### src/rtl/spi_eeprom_pkg.sv
package spi_eeprom_pkg;
   typedef enum logic [2:0] {
      ST_IDLE,
      ST_HDR,
      ST_DATA,
      ST_WAIT,
      ST_PULSE
   } seq_state_e;

   localparam logic [1:0] REG_CTRL = 2'd0;
   localparam logic [1:0] REG_DATA = 2'd1;
   localparam logic [1:0] REG_ADDR = 2'd2;
   localparam logic [1:0] REG_LEN  = 2'd3;

   localparam logic [7:0] OPC_READ = 8'h03;
   localparam logic [7:0] OPC_STAT = 8'h05;
endpackage

### src/rtl/spi_rate_div.sv
module spi_rate_div #(
   parameter int HALF_0 = 4,
   parameter int HALF_1 = 8,
   parameter int HALF_2 = 13,
   parameter int HALF_3 = 27,
   parameter int CNT_W  = 8
) (
   input  logic       clk,
   input  logic       rst_n,
   input  logic       en,
   input  logic [1:0] rate,
   output logic       tick
);
   localparam int HALF_ARR [4] = '{HALF_0, HALF_1, HALF_2, HALF_3};

   logic [CNT_W-1:0] half_tab [4];
   logic [CNT_W-1:0] cnt_q;

   for (genvar gi = 0; gi < 4; gi++) begin : g_tab
      if (HALF_ARR[gi] < 2 || HALF_ARR[gi] >= (1 << CNT_W)) begin : g_bad
         $error("spi_rate_div: half period out of range");
      end
      assign half_tab[gi] = CNT_W'(HALF_ARR[gi] - 1);
   end

   assign tick = en && (cnt_q == half_tab[rate]);

   always_ff @(posedge clk or negedge rst_n) begin
      if (!rst_n)       cnt_q <= '0;
      else if (!en)     cnt_q <= '0;
      else if (tick)    cnt_q <= '0;
      else              cnt_q <= cnt_q + CNT_W'(1);
   end

   AST_TICK_SPACED: assert property (@(posedge clk) disable iff (!rst_n)
      tick |=> !tick);
endmodule

### src/rtl/spi_bit_shifter.sv
module spi_bit_shifter #(
   parameter int SH_W   = 24,
   parameter int DATA_W = 8,
   parameter int BC_W   = 5
) (
   input  logic              clk,
   input  logic              rst_n,
   input  logic              load,
   input  logic [SH_W-1:0]   load_data,
   input  logic [BC_W-1:0]   load_bits,
   input  logic              tick,
   input  logic              miso,
   output logic              sclk,
   output logic              mosi,
   output logic [DATA_W-1:0] rx,
   output logic              done
);
   logic [SH_W-1:0] tx_q;
   logic [BC_W-1:0] left_q;

   if (DATA_W > SH_W) begin : g_bad
      $error("spi_bit_shifter: word wider than shifter");
   end

   assign mosi = tx_q[SH_W-1];
   assign done = tick && sclk && (left_q == BC_W'(1));

   always_ff @(posedge clk or negedge rst_n) begin
      if (!rst_n) begin
         tx_q   <= '0;
         left_q <= '0;
         sclk   <= 1'b0;
         rx     <= '0;
      end else if (load) begin
         tx_q   <= load_data;
         left_q <= load_bits;
         sclk   <= 1'b0;
      end else if (tick) begin
         if (!sclk) begin
            sclk <= 1'b1;
            rx   <= {rx[DATA_W-2:0], miso};
         end else begin
            sclk   <= 1'b0;
            left_q <= left_q - BC_W'(1);
            tx_q   <= tx_q << 1;
         end
      end
   end

   AST_MOSI_STEADY_HIGH: assert property (@(posedge clk) disable iff (!rst_n)
      (sclk && $past(sclk)) |-> $stable(mosi));
endmodule

### src/rtl/spi_eeprom_reader.sv
module spi_eeprom_reader
   import spi_eeprom_pkg::*;
#(
   parameter int DATA_W    = 8,
   parameter int ADDR_W    = 16,
   parameter int LEN_W     = 16,
   parameter int HALF_0    = 4,
   parameter int HALF_1    = 8,
   parameter int HALF_2    = 13,
   parameter int HALF_3    = 27,
   parameter int PULSE_CYC = 4
) (
   input  logic        clk,
   input  logic        rst_n,
   input  logic        bus_sel,
   input  logic        bus_wr,
   input  logic        bus_rd,
   input  logic [1:0]  bus_addr,
   input  logic [15:0] bus_wdata,
   output logic [15:0] bus_rdata,
   output logic        spi_sclk,
   output logic        spi_mosi,
   output logic        spi_csn,
   input  logic        spi_miso
);
   localparam int HDR_W = 8 + ADDR_W;
   localparam int SH_W  = (HDR_W > DATA_W) ? HDR_W : DATA_W;
   localparam int BC_W  = $clog2(SH_W + 1);
   localparam int PC_W  = (PULSE_CYC > 1) ? $clog2(PULSE_CYC) : 1;

   if (DATA_W != 8 && DATA_W != 16) begin : g_bad_data
      $error("spi_eeprom_reader: DATA_W must be 8 or 16");
   end
   if (ADDR_W != 8 && ADDR_W != 16) begin : g_bad_addr
      $error("spi_eeprom_reader: ADDR_W must be 8 or 16");
   end
   if (LEN_W < 1 || LEN_W > 16) begin : g_bad_len
      $error("spi_eeprom_reader: LEN_W must be 1..16");
   end
   if (PULSE_CYC < 1) begin : g_bad_pulse
      $error("spi_eeprom_reader: PULSE_CYC must be positive");
   end

   seq_state_e         st_q;
   logic               cfg_func;
   logic [1:0]         cfg_rate;
   logic [1:0]         cfg_spare;
   logic [DATA_W-1:0]  data_q;
   logic [ADDR_W-1:0]  addr_q;
   logic [LEN_W-1:0]   len_q;
   logic [LEN_W-1:0]   remain_q;
   logic [PC_W-1:0]    pcnt_q;
   logic               csn_q;
   logic               ready_q;

   logic               sh_load;
   logic [SH_W-1:0]    sh_data;
   logic [BC_W-1:0]    sh_bits;
   logic               sh_tick;
   logic               sh_done;
   logic [DATA_W-1:0]  sh_rx;
   logic               shift_en;

   wire acc_wr  = bus_sel & bus_wr;
   wire ctrl_wr = acc_wr & (bus_addr == REG_CTRL);
   wire addr_wr = acc_wr & (bus_addr == REG_ADDR);
   wire len_wr  = acc_wr & (bus_addr == REG_LEN);
   wire data_rd = bus_sel & bus_rd & (bus_addr == REG_DATA);
   wire idle    = (st_q == ST_IDLE);
   wire go_flag = (st_q == ST_HDR) || (st_q == ST_DATA) || (st_q == ST_WAIT);
   wire busy    = !idle;
   wire start   = ctrl_wr & idle & bus_wdata[1];
   wire pulse_g = ctrl_wr & idle & ~bus_wdata[1] & bus_wdata[2];

   assign shift_en = (st_q == ST_HDR) || (st_q == ST_DATA);
   assign spi_csn  = csn_q;

   // header and word loads for the shifter
   always_comb begin
      sh_load = 1'b0;
      sh_data = '0;
      sh_bits = BC_W'(DATA_W);
      if (start) begin
         sh_load = 1'b1;
         if (bus_wdata[0]) begin
            sh_data = SH_W'(OPC_STAT) << (SH_W - 8);
            sh_bits = BC_W'(8);
         end else begin
            sh_data = SH_W'({OPC_READ, addr_q}) << (SH_W - HDR_W);
            sh_bits = BC_W'(HDR_W);
         end
      end else if (st_q == ST_HDR && sh_done && remain_q != '0) begin
         sh_load = 1'b1;
      end else if (st_q == ST_WAIT && data_rd && remain_q != '0) begin
         sh_load = 1'b1;
      end
   end

   spi_rate_div #(
      .HALF_0 (HALF_0),
      .HALF_1 (HALF_1),
      .HALF_2 (HALF_2),
      .HALF_3 (HALF_3),
      .CNT_W  (8)
   ) u_div (
      .clk   (clk),
      .rst_n (rst_n),
      .en    (shift_en),
      .rate  (cfg_rate),
      .tick  (sh_tick)
   );

   spi_bit_shifter #(
      .SH_W   (SH_W),
      .DATA_W (DATA_W),
      .BC_W   (BC_W)
   ) u_shift (
      .clk       (clk),
      .rst_n     (rst_n),
      .load      (sh_load),
      .load_data (sh_data),
      .load_bits (sh_bits),
      .tick      (sh_tick),
      .miso      (spi_miso),
      .sclk      (spi_sclk),
      .mosi      (spi_mosi),
      .rx        (sh_rx),
      .done      (sh_done)
   );

   always_ff @(posedge clk or negedge rst_n) begin
      if (!rst_n) begin
         st_q      <= ST_IDLE;
         cfg_func  <= 1'b1;
         cfg_rate  <= 2'd0;
         cfg_spare <= 2'd0;
         data_q    <= '0;
         addr_q    <= '0;
         len_q     <= '0;
         remain_q  <= '0;
         pcnt_q    <= '0;
         csn_q     <= 1'b1;
         ready_q   <= 1'b0;
      end else begin
         if (ctrl_wr && idle) begin
            cfg_func  <= bus_wdata[0];
            cfg_rate  <= bus_wdata[6:5];
            cfg_spare <= bus_wdata[8:7];
         end
         if (addr_wr) addr_q <= bus_wdata[ADDR_W-1:0];
         if (len_wr)  len_q  <= bus_wdata[LEN_W-1:0];
         unique case (st_q)
            ST_IDLE: begin
               if (start) begin
                  st_q     <= ST_HDR;
                  csn_q    <= 1'b0;
                  remain_q <= len_q;
               end else if (pulse_g) begin
                  st_q   <= ST_PULSE;
                  csn_q  <= 1'b0;
                  pcnt_q <= PC_W'(PULSE_CYC - 1);
               end
            end
            ST_HDR: begin
               if (sh_done) begin
                  if (remain_q == '0) begin
                     st_q  <= ST_IDLE;
                     csn_q <= 1'b1;
                  end else begin
                     st_q <= ST_DATA;
                  end
               end
            end
            ST_DATA: begin
               if (sh_done) begin
                  data_q   <= sh_rx;
                  ready_q  <= 1'b1;
                  remain_q <= remain_q - LEN_W'(1);
                  st_q     <= ST_WAIT;
               end
            end
            ST_WAIT: begin
               if (data_rd) begin
                  ready_q <= 1'b0;
                  if (remain_q == '0) begin
                     st_q  <= ST_IDLE;
                     csn_q <= 1'b1;
                  end else begin
                     st_q <= ST_DATA;
                  end
               end
            end
            ST_PULSE: begin
               if (pcnt_q == '0) begin
                  st_q  <= ST_IDLE;
                  csn_q <= 1'b1;
               end else begin
                  pcnt_q <= pcnt_q - PC_W'(1);
               end
            end
            default: st_q <= ST_IDLE;
         endcase
      end
   end

   always_comb begin
      unique case (bus_addr)
         REG_CTRL: bus_rdata = {7'd0, cfg_spare, cfg_rate, busy, ready_q,
                                1'b0, go_flag, cfg_func};
         REG_DATA: bus_rdata = 16'(data_q);
         REG_ADDR: bus_rdata = 16'(addr_q);
         default:  bus_rdata = 16'(len_q);
      endcase
   end

   AST_SCLK_QUIET_CS_HIGH: assert property (@(posedge clk) disable iff (!rst_n)
      spi_csn |-> !spi_sclk);
   AST_READY_INSIDE_BURST: assert property (@(posedge clk) disable iff (!rst_n)
      ready_q |-> !spi_csn);
   AST_READY_STALLS_SCLK: assert property (@(posedge clk) disable iff (!rst_n)
      ready_q |=> $stable(spi_sclk));
   AST_CFG_FROZEN_BUSY: assert property (@(posedge clk) disable iff (!rst_n)
      (busy && ctrl_wr) |=> ($stable(cfg_rate) && $stable(cfg_func)));
   AST_GO_END_RAISES_CS: assert property (@(posedge clk) disable iff (!rst_n)
      $fell(go_flag) |-> spi_csn);
endmodule

### config.mk
export PLATFORM = sky130hd
export DESIGN_NAME = spi_eeprom_reader
export DESIGN_NICKNAME = d
export VERILOG_FILES = /design/src/rtl/spi_eeprom_pkg.sv /design/src/rtl/spi_rate_div.sv /design/src/rtl/spi_bit_shifter.sv /design/src/rtl/spi_eeprom_reader.sv
export SDC_FILE = /design/constraint.sdc
export NUM_CORES = 1
export LEC_CHECK = 0
export CORE_ASPECT_RATIO = 0.75
export CORE_UTILIZATION = 45
export CTS_BUF_LIST = sky130_fd_sc_hd__clkbuf_8
export DETAILED_ROUTE_END_ITERATION = 10
export PLACE_DENSITY = 0.69
export SLEW_MARGIN = 20
export SYNTH_ARGS = -nofsm -noshare
export SYNTH_HDL_FRONTEND = slang
export SYNTH_SLANG_ARGS = --single-unit
### constraint.sdc
create_clock -name clk -period 7.1 [get_ports clk]
set_input_delay 0.71 -clock clk [delete_from_list [all_inputs] [get_ports clk]]
set_output_delay 0.71 -clock clk [all_outputs]
set_load 0.1 [all_outputs]
==> metrics.txt <==
status=finished clean; RSZ-0062 raised after global routing=no; wire per inst=18.4 um; Hold Buf Count CTS=0; Die Y=99.5 um; gpl congestion=0.832; Clock H-tree levels=4; cell area after layout=6690 um^2; Synth top area share=0.491; largest family of logic cells by synthesized area=multiplexers; Setup TNS=0 ps; overflow left after global routing=0; Hold Crit Class=in -> async; Routed Wire Length=13700 um; total track usage=0.221; core area=12300 um^2; Yosys reg bits=114; Max-Cap Viols=0; Vias=4280; Final #Nets=595; fmax=239 MHz; top post-synthesis cells by area=dfrtp_1 (49%), mux2_2 (11%), nand2_1 (3.4%); number of setup buffers added after CTS=0; DR vias/cell=5.76; IO Port Bufs=42; Crit-path slowest cell=clkdlybuf4s50_1; Ant. Diodes=0; Detailed Place HPWL=9220 um; clock root buffer=clkbuf_8; Setup crit end kind=output pin; sequential cell area=2860 um^2; Max FO, Critical Path=22; Post-synth EDFFs=0; Slew HR=0.255; Synth Warn #=0; Compound-Gate Fraction of Synth Area=0.138; Mapped Nets=555; Multi-input gate area=2690 um^2; largest net degree at the start of global routing=66; adder-cell share of the synthesized area=0.0153; CTS resizes=0; Area Overhead vs Synth=17.2%; most common cell in the netlist=dfrtp_1; WP data required=6390 ps; sequential fraction of the synthesis area=0.500; met3 wire len=688 um; Clock Path Buffers=2; global-route wire length before repair=22200 um; CTS sink count=114; Crit path max-delay family=buffers and inverters; die width=132 um; Leakage Power=2.90 nW; I/O pin cnt=43; Period minus WS final=4180 ps; Std-Cell Rows=35; Met1 Wirelength=6590 um; Finished Core Util=0.543; crit-path most repeated cell=clkdlybuf4s50_1; PwrDens=242 nW/um^2; share of cells above drive strength 1=0.213; Worst-path clk slew=70 ps; Mapped Cells=524; Tcrit/Tclk final=0.589; CTS buffer count=17; Worst-Skew Late Latency=430 ps; Setup violations, final=0; final hold violation count=0; Synth cell types=65; Post-DP Area=6250 um^2; TritonRoute pass-1 iters=5; critical path class=in -> out; xor/xnor cell area share of the yosys netlist=0.0199; die area=13100 um^2; post-synth top area cell=dfrtp_1; Slew Viols, Final=0; DRC viols=0; Fill cells=1040; Synth top cells by count=dfrtp_1 (112), mux2_2 (55), nand2_1 (52), nor2_1 (45), o21ai_0 (35); post-synthesis mux area share=0.152; Peak VDD IR=0.151 mV; CP Cell Sequence=clkdlybuf4s50_1 > mux4_2 > clkdlybuf4s50_1; Mean Syn Cell Area=10.9 um^2; initial core utilization=0.464; post-route antenna net violation count=0; Worst setup SP type=input port; post-synthesis async set-or-reset flop share=1.00; transition time of the tightest slew-check pin=1110 ps; Starting DRT DRC Count=350; ys flop type=dfrtp_1; TritonCTS clock tree=done; vias in the first global route=4213; slowest cell delay on critical path=1160 ps; metal2 WL=6220 um; Critical Path AT=3470 ps; initial antenna violation count=0; Post-Syn Area=5710 um^2; Max Clock Skew=6.99 ps; Buf/Inv on CP=2; highest metal used=met4; simple-gate share of the synthesized area=0.146
## registers in the layout, summed over array words and instances, names as in the netlist
register	cells
addr_q	16
cfg_func	1
cfg_rate	2
cfg_spare	2
data_q	8
len_q	16
pcnt_q	2
ready_q	1
remain_q	16
spi_csn	1
st_q	3
u_div.cnt_q	8
u_shift.left_q	5
u_shift.rx	8
u_shift.sclk	1
u_shift.tx_q	24
## per-layer routing
metal  vias up  global-route usage
li1       1969                   -
met5         -                   0
met3        19              0.0423
met4         0              0.0832
met2       125               0.342
met1      2167               0.310
## through the flow
step	hold slack (ps)	instances	total power, mW	setup slack (ps)
5_1_grt	333	743	1.68	2850
3_3_place_gp	482	710	0.979	3060
3_5_place_dp	493	710	0.983	2980
6_report	300	743	1.62	2920
4_1_cts	305	742	1.63	2940
2_1_floorplan	414	524	0.898	2610
## kinds of logic after synthesis
| logic type | after synthesis |
|---|---|
| AOI/OAI and AO/OA | 115 |
| xor gates and xnor gates | 13 |
| adders and majority gates | 7 |
| buffers and inverters | 38 |
| DFF | 114 |
| muxes | 71 |
| and+or+nand+nor | 166 |
## cells in the final DEF, fill, tap and decap left out, types with 10 or more instances in the layout
master / netlist / routed
inv_1: 11 / 13
a21oi_1: 20 / 20
a2bb2oi_1: 16 / 16
xor2_1: 10 / 10
nor2_1: 45 / 44
nor3_1: 11 / 11
o21ai_0: 35 / 35
clkbuf_8: 0 / 21
clkdlybuf4s50_1: 0 / 41
dfrtp_1: 112 / 112
nand2_1: 52 / 52
mux2_2: 55 / 55
nand3_1: 11 / 11
## worst paths after layout
path                             start               to  slack [ps]  depth (start not counted)
max                        bus_addr[1]     bus_rdata[5]        2920                          3
min                              rst_n    u_shift.rx[2]         300                          1
max reg2reg                cfg_rate[0]  u_shift.tx_q[9]        3990                          8
min reg2reg                    ready_q          ready_q         500                          1
max in group asynchronous        rst_n      remain_q[6]        5510                          2
min in group clk               ready_q          ready_q         500                          1
## where the power goes
part,internal (mW),leakage [nW],switching [mW]
logic,0.0852,1.21,0.152
registers,0.692,1.47,0.0424
clock network,0.380,0.216,0.267
total,1.16,2.90,0.461
## layout make-up
class                   count  share of cell area
flip-flops and latches    114               0.427
well taps                 166              0.0311
multi-input cells         372               0.403
repair buffers             48              0.0698
clock inverters            11              0.0202
inverters                  11             0.00617
clock buffers              21              0.0432
Note: power is estimated with default switching activity, not from simulation.
